===== config.mk =====
export PLATFORM = sky130hd
export DESIGN_NAME = boot_hold_ctrl
export DESIGN_NICKNAME = d
export VERILOG_FILES = /design/src/rtl/boot_hold_ctrl.sv
export SDC_FILE = /design/constraint.sdc
export NUM_CORES = 1
export LEC_CHECK = 0
export BUFFER_PORTS_ARGS = -buffer_cell sky130_fd_sc_hd__buf_2
export CORE_MARGIN = 5
export CORE_UTILIZATION = 59
export CTS_BUF_LIST = sky130_fd_sc_hd__clkbuf_4 sky130_fd_sc_hd__clkbuf_8 sky130_fd_sc_hd__clkbuf_16
export DETAILED_ROUTE_END_ITERATION = 7
export PLACE_DENSITY = 0.95
export SYNTH_ARGS = -nofsm -noshare
export SYNTH_HDL_FRONTEND = slang
export SYNTH_SLANG_ARGS = --single-unit

===== constraint.sdc =====
create_clock -name clk -period 2.8 [get_ports clk]
set_clock_uncertainty 0.05 [all_clocks]
set_input_delay 0.14 -clock clk [delete_from_list [all_inputs] [get_ports clk]]
set_output_delay 0.14 -clock clk [all_outputs]
set_load 0.02 [all_outputs]

===== src/rtl/boot_hold_ctrl.sv =====
module boot_hold_ctrl #(
  parameter int unsigned CLK_HZ     = 100_000_000,
  parameter int unsigned TIMEOUT_MS = 400,
  parameter int unsigned DW         = 8
) (
  input  logic          clk,
  input  logic          bus_rst_n,
  input  logic          int_rst_req,
  input  logic          strap_retry,
  input  logic          strap_tmr_dis_n,
  input  logic [1:0]    strap_core_run_n,
  input  logic          strap_wide_n,
  input  logic          wr_en,
  input  logic [DW-1:0] wr_data,
  output logic [DW-1:0] rd_data,
  output logic          cfg_retry,
  output logic [1:0]    core_rst
);
  localparam int unsigned LIMIT = (CLK_HZ / 1000) * TIMEOUT_MS;
  localparam int unsigned CW    = $clog2(LIMIT + 1);

  logic          retry_q, tmr_en_q, wide_n_q;
  logic [1:0]    hold_q, hold_dflt_q;
  logic [CW-1:0] cnt_q;

  logic run, expire, fw_clr, unused_wr;
  assign run       = retry_q & tmr_en_q;
  assign expire    = run && (cnt_q == CW'(LIMIT - 1));
  assign fw_clr    = wr_en & ~wr_data[0];
  assign unused_wr = ^{wr_data[DW-1:4], wr_data[1]};

  always_ff @(posedge clk) begin
    if (!bus_rst_n) begin
      retry_q     <= strap_retry;
      tmr_en_q    <= strap_tmr_dis_n;
      hold_dflt_q <= ~strap_core_run_n;
      hold_q      <= ~strap_core_run_n;
      wide_n_q    <= strap_wide_n;
      cnt_q       <= '0;
    end else begin
      if (fw_clr) begin
        retry_q <= 1'b0;
      end else if (expire) begin
        retry_q  <= 1'b0;
        tmr_en_q <= 1'b0;
      end
      if (run) cnt_q <= cnt_q + 1'b1;
      if (int_rst_req)  hold_q <= hold_dflt_q;
      else if (wr_en)   hold_q <= hold_q & wr_data[3:2];
    end
  end

  assign rd_data   = DW'({wide_n_q, hold_q, tmr_en_q, retry_q});
  assign cfg_retry = retry_q;
  assign core_rst  = hold_q;
endmodule



# == Word level (Yosys, flattened, before mapping) ==
# Index checks and enable logic that the tools add are counted.
# classes
n_lt_le_gt_ge,0
addsub,1
n_bitwise,5
eq_ne,5
n_mux,8
shift,0
reduce_logical,2
n_div,0
mul,0
# op_table
op,n
"adder 26 x 1 -> 26 bit, second input constant",1
"== test 26 bit, second input constant",1
two-way mux 2 bit,3
"inequality test 3 x 1 -> 1 bit, second input constant",2
two-way mux 1 bit,5
bitwise AND 1 bit,2
bitwise AND 2 bit,1
"inequality test 2 x 1 -> 1 bit, second input constant",1
"inequality test 2 bit, second input constant",1
inverter 2 bit,1
AND reduction 2 bit,1
logical AND 1 bit,1
inverter 1 bit,1
# word_totals
inputBits,17
memories,0
wordCells,27
register_bits,33
latch_bits,0
romBits,0
mem_bits_rw,0

# == Logic depth before layout (Yosys ltp) ==
# logic_depth
depth_word,5
mapped_depth,6
mapped_depth_nobuf,5

# == Worst setup path before layout ==
# Ideal clock, no wire load.
# synth_path
kind,flip-flop to flip-flop
startpoint,register retry_q (netlist: cfg_retry)
endpoint,register tmr_en_q (enable)
required_ns,2.448
arrival_time_ns,1.529
n_path_buf,1
stages_incl_launch_ff,6
setup_time_ns,0.302
slack_ns,0.919
cell_sequence,edfxtp_1 -> and3_1 -> clkbuf_1 -> nand3_1 -> or3_1 -> o21ai_1
# synth_via
elab_chain_cells,4
# synth_lines
item,line_no,rtl
from (decl),22,"logic retry_q, tmr_en_q, wide_n_q;"
from (signal assigned),34,retry_q <= strap_retry;
bitwise AND 1 bit,27,assign run = retry_q & tmr_en_q;
logical AND 1 bit,28,assign expire = run && (cnt_q == CW'(LIMIT - 1));
inequality test 2 x 1 -> 1 bit (no source line),-,
AND reduction 2 bit (no source line),-,
to (signal assigned),35,tmr_en_q <= strap_tmr_dis_n;
to (decl),22,
# Every way passes these cells.
# A chain may end at the register's enable or synchronous reset.

# == Worst setup path in the final report ==
# layout_path
startpoint,register cnt_q[6]
endpoint,register cnt_q[20]
# layout_via
elab_chain_cells,1
# layout_lines
item,line_no,rtl
from (decl),24,logic [CW-1:0] cnt_q;
from (signal assigned),47,if (run) cnt_q <= cnt_q + 1'b1;
adder 26 x 1 -> 26 bit,47,
# Every way passes these cells.

==> impl_metrics.json <==
{
  "status": "completed",
  "internal_power_mw": 0.624,
  "fmax_ghz": 0.490,
  "final_cell_count_no_fill": 233,
  "hpwl_um": 2170,
  "cts_setup_buffers": 0,
  "initial_core_util_pct": 60.7,
  "seq_power_share_pct": 60.4,
  "clk_latency_ns": 0.34,
  "top_level_ports": 28,
  "final_antenna_net_count": 0,
  "rsz0062_at_grt": "false",
  "yosys_warnings": 0,
  "finalNetCount": 219,
  "cp-start-kind": "flip-flop",
  "wl_met3_um": 175,
  "cts-resized-gates": 0,
  "hp-class": "primary input to flip-flop",
  "grt_pass1_wl_um": 5440,
  "yosysSeqAreaShare_pct": 44.4,
  "syn2layout_area_growth_pct": 7.91,
  "finalSetupTns_ns": 0,
  "drive_above_1_share_pct": 13.9,
  "cap_violations": 0,
  "setup_viol": 0,
  "yosys.cell_types.count": 35,
  "r2r-start": "cnt_q[6]$_SDFFE_PN0P_",
  "met2WireLength_um": 1510,
  "drtIter0Drc": 101,
  "htree_levels": 2,
  "grt_usage_pct": 17.1,
  "regArea_um2": 731,
  "cp_cell_sequence": "and4_1 > nand4_1 > or4_1 > a21oi_1",
  "hold_violations": 0,
  "top_layer": "met4",
  "clkSinkCount": 33,
  "cts_buffers": 5,
  "max_slew_margin_pct": 51.6,
  "dp.cells": 222,
  "clk_pin_slew_ns": 0.10,
  "synthFlopType": "dfxtp_1",
  "r2r-end": "cnt_q[20]$_SDFFE_PN0P_",
  "p_leak_nw": 0.647,
  "crit_type": "flip-flop to flip-flop",
  "drcViolationCount": 0,
  "synth_edf_count": 7,
  "vias": 1405,
  "routed_wl_um": 3180,
  "cts-root-buf": "clkbuf_4",
  "grt_max_degree": 31,
  "core-area_um2": 2710,
  "postCtsHoldBufs": 2,
  "wl_per_cell_um": 13.6,
  "vdd_drop_max_mv": 0.559,
  "grt-ovfl-total": 0,
  "diodes": 0,
  "die_width_um": 62.8,
  "r2r_cells": 4,
  "setup.worst_path.end_class": "flip-flop",
  "holdCritStartpoint": "strap_tmr_dis_n",
  "via_per_inst": 6.03,
  "r2r_slack_ns": 0.76,
  "async_flop_share_pct": 0,
  "multi_input_area_um2": 813,
  "crit_required_ns": 3.02,
  "gp_congestion": 0.763,
  "worstPathMaxFanout": 14,
  "p_sw_mw": 0.212,
  "fin_crit_sh_pct": 72.8,
  "n_fill_cell": 216,
  "syn_inst": 187,
  "cp.arrival_ns": 2.26,
  "fin_crit_ns": 2.04,
  "first_pass_iters": 4,
  "cts_tree": "done",
  "slew_violations": 0,
  "cpMaxStageDelayCell": "or4_1",
  "p_per_area_nw_per_um2": 471,
  "syn_area_per_cell_um2": 8.79,
  "num_rows": 19,
  "power.share.clock_pct": 31.9,
  "die-height_um": 62.8,
  "worstMarginPinSlew_ns": 0.720,
  "grt_pass1_vias": 1218,
  "ctsLongestPathBuffers": 2,
  "min_to": "tmr_en_q$_SDFFCE_PP0P_",
  "die_area_um2": 3940,
  "comb_power_share_pct": 7.6,
  "worstHoldPathCells": 2,
  "numPortBuffers": 19,
  "netlist_area_um2": 1640,
  "max_stage_delay_ns": 0.63,
  "ys_seq_elements": 33,
  "antenna_found_initial": 0,
  "power.switching_fraction_pct": 25.3,
  "wl_met1_um": 1440
}
-- power by group through the flow --
stage                     Clock, mW  Combinational (mW)  Sequential (mW)
after CTS                     0.273              0.0631            0.505
after detailed placement          0              0.0610            0.516
after global routing          0.297              0.0697            0.507
after floorplan                   0              0.0432            0.520
final                         0.267              0.0638            0.505
after global placement            0              0.0593            0.515
-- synth_stat cells, drive strengths merged, types with 2 or more instances --
master	instances	share of area, %
o21a	2	0.91
nand2	18	4.1
o31ai	5	2.3
xnor2	2	1.1
o31a	2	1.1
and4	4	2.1
nor4	5	1.9
buf	11	4.5
xor2	8	4.3
edfxtp	7	13
or3	5	1.9
o21ai	5	1.5
nor2b	4	1.5
nand2b	3	1.1
nand3	12	3.7
a21oi	11	3.3
and3	5	1.9
nor2	14	3.2
clkbuf	6	1.4
dfxtp	26	32
nor4b	2	1.1
mux2i	3	1.8
a211oi	2	0.91
or4	6	2.7
and2	2	0.76
nand4	9	3.4
inv	3	0.68
-- worst max-delay path: cells and delay by family (launching register included) --
kind	cells	cell delay, ns
DFF	1	0.43
AOI/OAI and AO/OA	1	0.15
and+or+nand+nor	3	1.34
-- cells by family after synthesis --
group / after synthesis / share of synthesized area [%]
compound gates: 28 / 10.5
flops: 33 / 44.4
simple gates: 91 / 30.4
buf+inv: 20 / 6.54
other cells: 1 / 0.228
xor+xnor: 10 / 5.33
mux: 3 / 1.83
fa+ha+maj: 1 / 0.761
-- per-layer routing --
metal  vias up  GRT usage [%]
li1        699              -
met1       661           23.0
met2        37           24.6
met3         8           7.01
met4         0           6.10
met5         -              0
-- how the worst max path moves through the flow --
stage,start,end,cells past startpoint
finish,cnt_q[6]$_SDFFE_PN0P_,cnt_q[20]$_SDFFE_PN0P_,4
global route,cnt_q[6]$_SDFFE_PN0P_,cnt_q[25]$_SDFFE_PN0P_,4
CTS,cnt_q[6]$_SDFFE_PN0P_,cnt_q[20]$_SDFFE_PN0P_,4
detailed placement,cnt_q[6]$_SDFFE_PN0P_,cnt_q[20]$_SDFFE_PN0P_,4
global placement,cnt_q[6]$_SDFFE_PN0P_,cnt_q[20]$_SDFFE_PN0P_,4
floorplan,cfg_retry$_SDFFCE_PP0P_,tmr_en_q$_SDFFCE_PP0P_,5
-- state kept, by name, indices dropped and copies added, names as in the netlist --
name         count
cnt_q           26
core_rst         2
hold_dflt_q      2
cfg_retry        1
tmr_en_q         1
wide_n_q         1
-- cell usage in the layout, fill, tap and decap left out --
master and count:
dlygate4sd3_1 3, nand2_1 18, nor3_1 1, nor4b_1 2, nand3_1 12, o31ai_1 5, o31a_1 2, a211oi_1 2
ha_1 1, nor2b_1 4, and2_1 2, dfxtp_1 26, nor4_1 5, nand4_1 9, clkbuf_4 6, edfxtp_1 7
buf_2 19, nand2b_1 3, or4_1 6, xor2_1 8, inv_1 2, and3_1 5, or4b_1 1, mux2i_1 3
o21ai_1 5, xnor2_1 2, o21bai_1 1, clkinv_2 2, conb_1 3, and4_1 4, or3_1 5, a21oi_1 11
o21a_1 2, nor2_1 14, inv_2 1
-- area by class of cell --
| cell class | count | area share, % |
|---|---|---|
| clock inverter | 2 | 0.564 |
| clock buffer | 6 | 2.54 |
| multi-input combinational | 136 | 45.8 |
| inverter | 3 | 0.635 |
| tap | 31 | 2.19 |
| sequential | 33 | 41.2 |
| timing repair buffer | 22 | 7.05 |
-- per-stage QoR --
step	hold WS [ns]	worst slack [ns]	util, %	cell area (um^2)	power [mW]
3_3_place_gp	0.267	0.887	62.3	1690	0.575
6_report	0.0471	0.761	65.5	1770	0.836
2_1_floorplan	0.189	0.919	-	1650	0.563
3_5_place_dp	0.268	0.814	62.3	1690	0.577
5_1_grt	0.0262	0.603	65.5	1770	0.874
4_1_cts	0.00718	0.784	65.1	1760	0.842
Power figures use the tool's default switching activity.
